--- src/rtl/mrp_pkg.sv ---
package mrp_pkg;
    localparam int unsigned ADDR_W = 24;
    localparam int unsigned LO_W   = 8;
    localparam int unsigned HI_W   = 4;
    localparam int unsigned IDX_W  = 4;
    // Compared bits: 23..17 and 15..7; bit 16 left out so bank 1 mirrors bank 0
    localparam logic [ADDR_W-1:0] WIN_CARE  = 24'hFE_FF80;
    localparam logic [ADDR_W-1:0] WIN_MATCH = 24'h00_0900;
endpackage

--- src/rtl/mrp_decode.sv ---
module mrp_decode #(
    parameter int unsigned           ADDR_W = mrp_pkg::ADDR_W,
    parameter logic [ADDR_W-1:0]     CARE   = mrp_pkg::WIN_CARE,
    parameter logic [ADDR_W-1:0]     MATCH  = mrp_pkg::WIN_MATCH
) (
    input  logic [ADDR_W-1:0] addr,
    output logic              hit
);
    logic [ADDR_W-1:0] bit_ok;

    for (genvar i = 0; i < ADDR_W; i++) begin : g_bit
        if (CARE[i]) begin : g_cmp
            assign bit_ok[i] = (addr[i] == MATCH[i]);
        end else begin : g_skip
            assign bit_ok[i] = 1'b1;
        end
    end

    assign hit = &bit_ok;
endmodule

--- src/rtl/mrp_side_mux.sv ---
module mrp_side_mux #(
    parameter int unsigned HI_W = mrp_pkg::HI_W
) (
    input  logic [HI_W-1:0] port_val,
    input  logic            port_oe,
    input  logic            rb_en,
    input  logic            win_write,
    input  logic [HI_W-1:0] latch_val,
    output logic            rb_drive,
    output logic [HI_W-1:0] nibble
);
    assign rb_drive = rb_en & ~win_write;

    for (genvar i = 0; i < HI_W; i++) begin : g_line
        always_comb begin
            if (port_oe)       nibble[i] = port_val[i];
            else if (rb_drive) nibble[i] = latch_val[i];
            else               nibble[i] = 1'b1;
        end
    end
endmodule

--- src/rtl/mapreg_port.sv ---
module mapreg_port #(
    parameter int unsigned ADDR_W = mrp_pkg::ADDR_W,
    parameter int unsigned LO_W   = mrp_pkg::LO_W,
    parameter int unsigned HI_W   = mrp_pkg::HI_W,
    parameter int unsigned IDX_W  = mrp_pkg::IDX_W
) (
    input  logic                 clk,
    input  logic                 rst_n,
    input  logic [ADDR_W-1:0]    cpu_addr,
    input  logic [LO_W-1:0]      cpu_wdata,
    input  logic                 cpu_we,
    input  logic                 cpu_phi2,
    output logic [LO_W-1:0]      cpu_rdata,
    output logic                 win_sel,
    input  logic [HI_W-1:0]      sp_data_val,
    input  logic                 sp_data_oe,
    input  logic                 sp_rb_en,
    input  logic                 sp_mm_val,
    input  logic                 sp_mm_oe,
    output logic [HI_W-1:0]      sp_nibble,
    output logic                 sp_rb_drive,
    output logic [HI_W-1:0]      sp_rb_data,
    output logic                 map_en,
    output logic                 tbl_we,
    output logic [IDX_W-1:0]     tbl_idx,
    output logic [LO_W+HI_W-1:0] tbl_wdata,
    output logic [IDX_W-1:0]     tbl_ridx,
    input  logic [LO_W-1:0]      tbl_rdata
);
    localparam int unsigned WORD_W = LO_W + HI_W;

    typedef struct packed {
        logic [HI_W-1:0]   latch;
        logic              we;
        logic [IDX_W-1:0]  idx;
        logic [WORD_W-1:0] wd;
        logic              map;
    } state_t;

    state_t state_d, state_q;
    logic   win_write;
    logic   win_read;

    mrp_decode #(
        .ADDR_W (ADDR_W),
        .CARE   (mrp_pkg::WIN_CARE),
        .MATCH  (mrp_pkg::WIN_MATCH)
    ) u_decode (
        .addr (cpu_addr),
        .hit  (win_sel)
    );

    assign win_write = win_sel & cpu_we;
    assign win_read  = win_sel & ~cpu_we;

    mrp_side_mux #(
        .HI_W (HI_W)
    ) u_side (
        .port_val  (sp_data_val),
        .port_oe   (sp_data_oe),
        .rb_en     (sp_rb_en),
        .win_write (win_write),
        .latch_val (state_q.latch),
        .rb_drive  (sp_rb_drive),
        .nibble    (sp_nibble)
    );

    always_comb begin
        state_d     = state_q;
        state_d.we  = win_write & cpu_phi2;
        state_d.map = sp_mm_oe & ~sp_mm_val;
        if (win_sel) begin
            state_d.latch = sp_nibble;
        end
        if (win_write && cpu_phi2) begin
            state_d.idx = cpu_addr[IDX_W-1:0];
            state_d.wd  = {sp_nibble, cpu_wdata};
        end
    end

    always_ff @(posedge clk or negedge rst_n) begin
        if (!rst_n) begin
            state_q <= '0;
        end else begin
            state_q <= state_d;
        end
    end

    assign cpu_rdata  = win_read ? tbl_rdata : '0;
    assign tbl_ridx   = cpu_addr[IDX_W-1:0];
    assign sp_rb_data = state_q.latch;
    assign map_en     = state_q.map;
    assign tbl_we     = state_q.we;
    assign tbl_idx    = state_q.idx;
    assign tbl_wdata  = state_q.wd;
endmodule

--- config.mk ---
export PLATFORM = sky130hd
export DESIGN_NAME = mapreg_port
export DESIGN_NICKNAME = d
export VERILOG_FILES = /design/src/rtl/mrp_pkg.sv /design/src/rtl/mrp_decode.sv /design/src/rtl/mrp_side_mux.sv /design/src/rtl/mapreg_port.sv
export SDC_FILE = /design/constraint.sdc
export NUM_CORES = 1
export LEC_CHECK = 0
export ABC_CLOCK_PERIOD_IN_PS = 2000
export CAP_MARGIN = 20
export CORE_UTILIZATION = 33
export CTS_CLUSTER_SIZE = 40
export DETAILED_ROUTE_END_ITERATION = 12
export PLACE_DENSITY = 0.87
export SYNTH_ARGS = -nofsm -noshare
export SYNTH_HDL_FRONTEND = slang
export SYNTH_SLANG_ARGS = --single-unit
--- constraint.sdc ---
create_clock -name clk -period 2 [get_ports clk]
set_clock_uncertainty 0.05 [all_clocks]
set_input_delay 0.4 -clock clk [delete_from_list [all_inputs] [get_ports clk]]
set_output_delay 0.4 -clock clk [all_outputs]
set_load 0.02 [all_outputs]
# Word-level counts from Yosys, hierarchy flattened
# Index checks and enable logic that the tools add are counted.
dict set report word_totals {
  regBits 22
  output_inout_bits 40
  in_bits 52
}
dict set report classes {
  bitwise_logic 22
  mux 9
  n_reduce_logical 2
}
# op count
set op_table {}
lappend op_table {{$not 1->1} 17}
lappend op_table {{$reduce_and 16->1} 1}
lappend op_table {{$mux 1} 8}
lappend op_table {{$mux 8} 1}
lappend op_table {{$and 1x1->1} 5}
lappend op_table {{$logic_and 1x1->1} 1}

# Longest topological paths before layout
dict set report logic_depth {
  depth_word 7
  mapped_depth 6
}

# Modules after synthesis
# From an unflattened synthesis, not the netlist that was laid out.
dict set report unflattened {
  cells_unflattened 79
  area_unflattened_um2 1058.5
}
# module n_inst area_per_inst_um2 seq_area_each_um2 cells_per_inst
set by_module_without_submodules {}
lappend by_module_without_submodules {mapreg_port 1 952.2 550.5 61}
lappend by_module_without_submodules {mrp_side_mux 1 68.8 0.0 13}
lappend by_module_without_submodules {mrp_decode 1 37.5 0.0 5}

# Worst setup path after synthesis
# No wires, ideal clock.
dict set report synth_path {
  kind {input -> output}
  from {input cpu_addr[11]}
  to {output sp_rb_drive}
  arrival_time_ns 1.552
  stages 5
  slack_ns -0.002
  path_cell_list {nor4b_4 -> and4_1 -> buf_4 -> buf_4 -> a21boi_0}
}
dict set report synth_via {
  elab_chain_cells 4
}
# item line_no
set synth_lines {}
lappend synth_lines {{start: declaration} mapreg_port.sv:9} ;# input logic [ADDR_W-1:0] cpu_addr,
lappend synth_lines {{$reduce_and 16->1} mrp_decode.sv:19} ;# assign hit = &bit_ok;
lappend synth_lines {{named net win_sel} mapreg_port.sv:14} ;# output logic win_sel,
lappend synth_lines {{$and 1x1->1} mapreg_port.sv:53} ;# assign win_write = win_sel & cpu_we;
lappend synth_lines {{$not 1->1} mrp_side_mux.sv:12} ;# assign rb_drive = rb_en & ~win_write;
lappend synth_lines {{$and 1x1->1} mrp_side_mux.sv:12}
lappend synth_lines {{end: declaration} mapreg_port.sv:21} ;# output logic sp_rb_drive,
# The timed path passes the listed nets, and every way through them passes these cells.

# Final worst setup path
dict set report layout_path {
  from {input cpu_addr[10]}
  to {output sp_nibble[2]}
}
dict set report layout_via {
  elab_chain_cells 7
}
# item line_no
set layout_lines {}
lappend layout_lines {{$not 1->1} mrp_decode.sv:13} ;# assign bit_ok[i] = (addr[i] == MATCH[i]);
lappend layout_lines {{$reduce_and 16->1} mrp_decode.sv:19}
lappend layout_lines {{$and 1x1->1} mapreg_port.sv:53}
lappend layout_lines {{$not 1->1} mrp_side_mux.sv:12}
lappend layout_lines {{$and 1x1->1} mrp_side_mux.sv:12}
lappend layout_lines {{$mux 1} mrp_side_mux.sv:17} ;# else if (rb_drive) nibble[i] = latch_val[i];
lappend layout_lines {{$mux 1} mrp_side_mux.sv:16} ;# if (port_oe) nibble[i] = port_val[i];
lappend layout_lines {{end: declaration} mapreg_port.sv:20} ;# output logic [HI_W-1:0] sp_nibble,
# No other way between the ends.

==> flow_summary.json <==
{
  "cp_cell_sequence": "buf_6, nor4_4, buf_4, nand4_4, o21ai_2, buf_6, o21a_1, buf_6",
  "worst_slew_pin_slew_ns": 0.3067,
  "routed_wl_um": 4058,
  "num_io_pins": 92,
  "max_freq_mhz": 476.5,
  "grt_pass1_wl_um": 6216,
  "cts_tree": "done",
  "dpl_cell_area_um2": 2140,
  "cp_slowest_cell": "nor4_4",
  "antenna_found_initial": 0,
  "synth_fa_ha_area_frac": 0,
  "syn_area_per_cell_um2": 12.20,
  "synth_nets": 148,
  "grt_usage": 0.2284,
  "htree_levels": 1,
  "max-slew-margin-rel": 0.7940,
  "drv_slew": 0,
  "synthXorXnorAreaFrac": 0,
  "ys_seq_area_frac": 0.4701,
  "rows": 21,
  "grt_pass1_vias": 1267,
  "pwr-share-clk": 0.336,
  "peakVddDrop_v": 0.0003902,
  "antenna_left": 0,
  "synth.distinct_cells": 22,
  "drtIter0Drc": 16,
  "dpl.cell_count": 236,
  "yosys-top-cells-count": "dfrtp_1 (22), and3_1 (9), nor2_1 (8)",
  "cts_max_path_buffers": 2,
  "powerDensity_nw_per_um2": 436.2,
  "remaining_drc_errors": 0,
  "multi_input_area_um2": 571.8,
  "synth.top_cell.area_share": 0.4701,
  "register_area_um2": 550.5,
  "die_area_um2": 3791,
  "wire_per_inst_um": 16.23,
  "nets": 257,
  "cts_hold_buffers": 0,
  "wl_met3_um": 159,
  "synth_top_family_by_area": "simple AND/OR/NAND/NOR gates",
  "pwr-share-comb": 0.213,
  "min_period_ns": 2.099,
  "synthArstFlopShare": 1.000,
  "io_buffer_count": 87,
  "gr-total-overflow": 0,
  "cts_buffers": 3,
  "core_area_um2": 3363,
  "status": "complete, but fails checks",
  "path_buf_inv": 4,
  "initial_utilization": 0.3482,
  "synth-seq-cells": 22,
  "synth_warnings": 0,
  "cts_root_buf": "clkbuf_4",
  "die_height_um": 61.57,
  "vias": 1208,
  "top_layer_used": "met4",
  "firstDrtPassIters": 4,
  "cts_sinks": 22,
  "n_antenna_cell": 0,
  "rsz0062_at_grt": "true",
  "setup-violations-final": 4,
  "switching_share": 0.2149,
  "dp_hpwl_um": 3077,
  "critPathLaunchType": "input pin",
  "min_period_over_period": 1.049,
  "synth_compound_area_frac": 0.07051,
  "required_ns": 1.55,
  "post-route-cell-area_um2": 2268,
  "critPathMaxFanout": 4,
  "yosys-top-cells-area": "dfrtp_1 (47%), mux2_4 (7.7%), mux2_2 (5.8%)",
  "gp_congestion": 0.8020,
  "wl_met2_um": 2277,
  "stdcell_count": 250,
  "yosys.cell_count.top_type": "dfrtp_1",
  "clock_latency_ns": 0.29,
  "via_per_inst": 4.832,
  "cp_common_cell": "buf_6",
  "hold_path.class": "input pin to async pin",
  "fp.dieW_um": 61.57,
  "cpLargestDelayFamily": "buffers and inverters",
  "synth-main-ff-cell": "dfrtp_1",
  "synthCells": 96,
  "path_class": "input pin to output port",
  "synth-edff-count": 0,
  "finalWorstSetupSlack_ns": -0.09859,
  "p_seq_frac": 0.451,
  "cap_violations": 0,
  "switchingPower_uw": 212.7,
  "hold_violations": 0,
  "grt_max_degree": 23,
  "n_fill_cell": 266,
  "violations": "negative setup slack",
  "cpPeakStageDelay_ns": 0.33,
  "end_kind": "output port",
  "arrival_ns": 1.65,
  "post_synth_and_or_nand_nor_area_fraction": 0.2532,
  "p_int_uw": 776.8,
  "final_util": 0.6745,
  "clkTransAtPathRegs_ns": 0.12,
  "r2r_setup_slack_ns": 1.16,
  "synth_area_um2": 1171,
  "area_growth_pct": 93.70,
  "yosys.area.top_type": "dfrtp_1",
  "p_leak_uw": 0.001090,
  "wl_met1_um": 1535,
  "final_layout_size_suffix_gt1_frac": 0.3873,
  "muxShareOfSynthArea": 0.1346
}
-- cell type report --
cell class | count | area share
tap | 46 | 0.02537
timing repair buffer | 110 | 0.4484
clock inverter | 1 | 0.01324
sequential | 22 | 0.2427
clock buffer | 3 | 0.009928
multi-input combinational | 63 | 0.2521
inverter | 5 | 0.008274
-- logic make-up after synthesis --
kind of cell	count (synthesis)
flops	22
compound gates	14
simple gates	36
mux	12
buf+inv	12
-- state kept, by name (all words and copies together) (netlist names) --
register and count:
sp_rb_data 4, tbl_wdata 12, tbl_idx 4, map_en 1
tbl_we 1
-- per-stage QoR --
step / setup TNS [ns] / total power (uW) / hold WS (ns) / worst slack [ns]
6_report: -0.3598 / 989.5 / 0.3870 / -0.09859
5_1_grt: -0.7010 / 1033 / 0.4089 / -0.1582
4_1_cts: -0.3253 / 1004 / 0.3820 / -0.08996
3_5_place_dp: -18.43 / 658.8 / 0.4517 / -0.9375
3_3_place_gp: -14.86 / 651.9 / 0.4382 / -0.8009
2_1_floorplan: 0 / 503.3 / 0.05441 / 0.03933
-- worst paths after layout --
path	start	endpoint	depth (start not counted)
max	cpu_addr[10]	sp_nibble[2]	8
min	rst_n	tbl_idx[0]	2
max reg2reg	tbl_wdata[2]	tbl_wdata[2]	1
min reg2reg	tbl_wdata[6]	tbl_wdata[6]	1
max in group asynchronous	rst_n	tbl_wdata[0]	2
min in group clk	tbl_wdata[6]	tbl_wdata[6]	1
-- cell usage in the layout, fill, tap and decap left out, types with 3 or more instances in the layout --
master | Yosys | routed
buf_2 | 0 | 8
a21oi_1 | 4 | 4
nand4_1 | 4 | 4
mux2_4 | 6 | 6
clkdlybuf4s15_1 | 0 | 3
and3_1 | 9 | 6
inv_1 | 5 | 5
buf_6 | 0 | 15
buf_4 | 6 | 25
clkdlybuf4s50_1 | 0 | 57
and3_4 | 0 | 3
nand2b_1 | 4 | 4
nor2_1 | 8 | 8
clkbuf_4 | 0 | 3
dfrtp_1 | 22 | 22
o21a_1 | 4 | 4
mux2_2 | 6 | 6
-- power by group through the flow --
stage	sequential [uW]	combinational (uW)	clock (uW)
3_3_place_gp	455	197	0
5_1_grt	447	223	363
3_5_place_dp	455	204	0
4_1_cts	447	206	351
2_1_floorplan	456	46.8	0
6_report	447	210	333
-- repair_timing --
item | in CTS | in global routing
gates resized for setup | 132 | 18
setup buffers | 6 | 3
cloned | 1 | 0
endpoints found under the hold margin | 0 | 0
pin swaps | 11 | 9
endpoints found under the setup margin | 20 | 10
-- routing by layer --
metal  track usage  vias to the layer above
li1              -                      554
met5             0                        -
met3       0.03782                       10
met4       0.09524                        0
met2        0.4209                       49
met1        0.2588                      595
(Power assumes the default switching activity.)
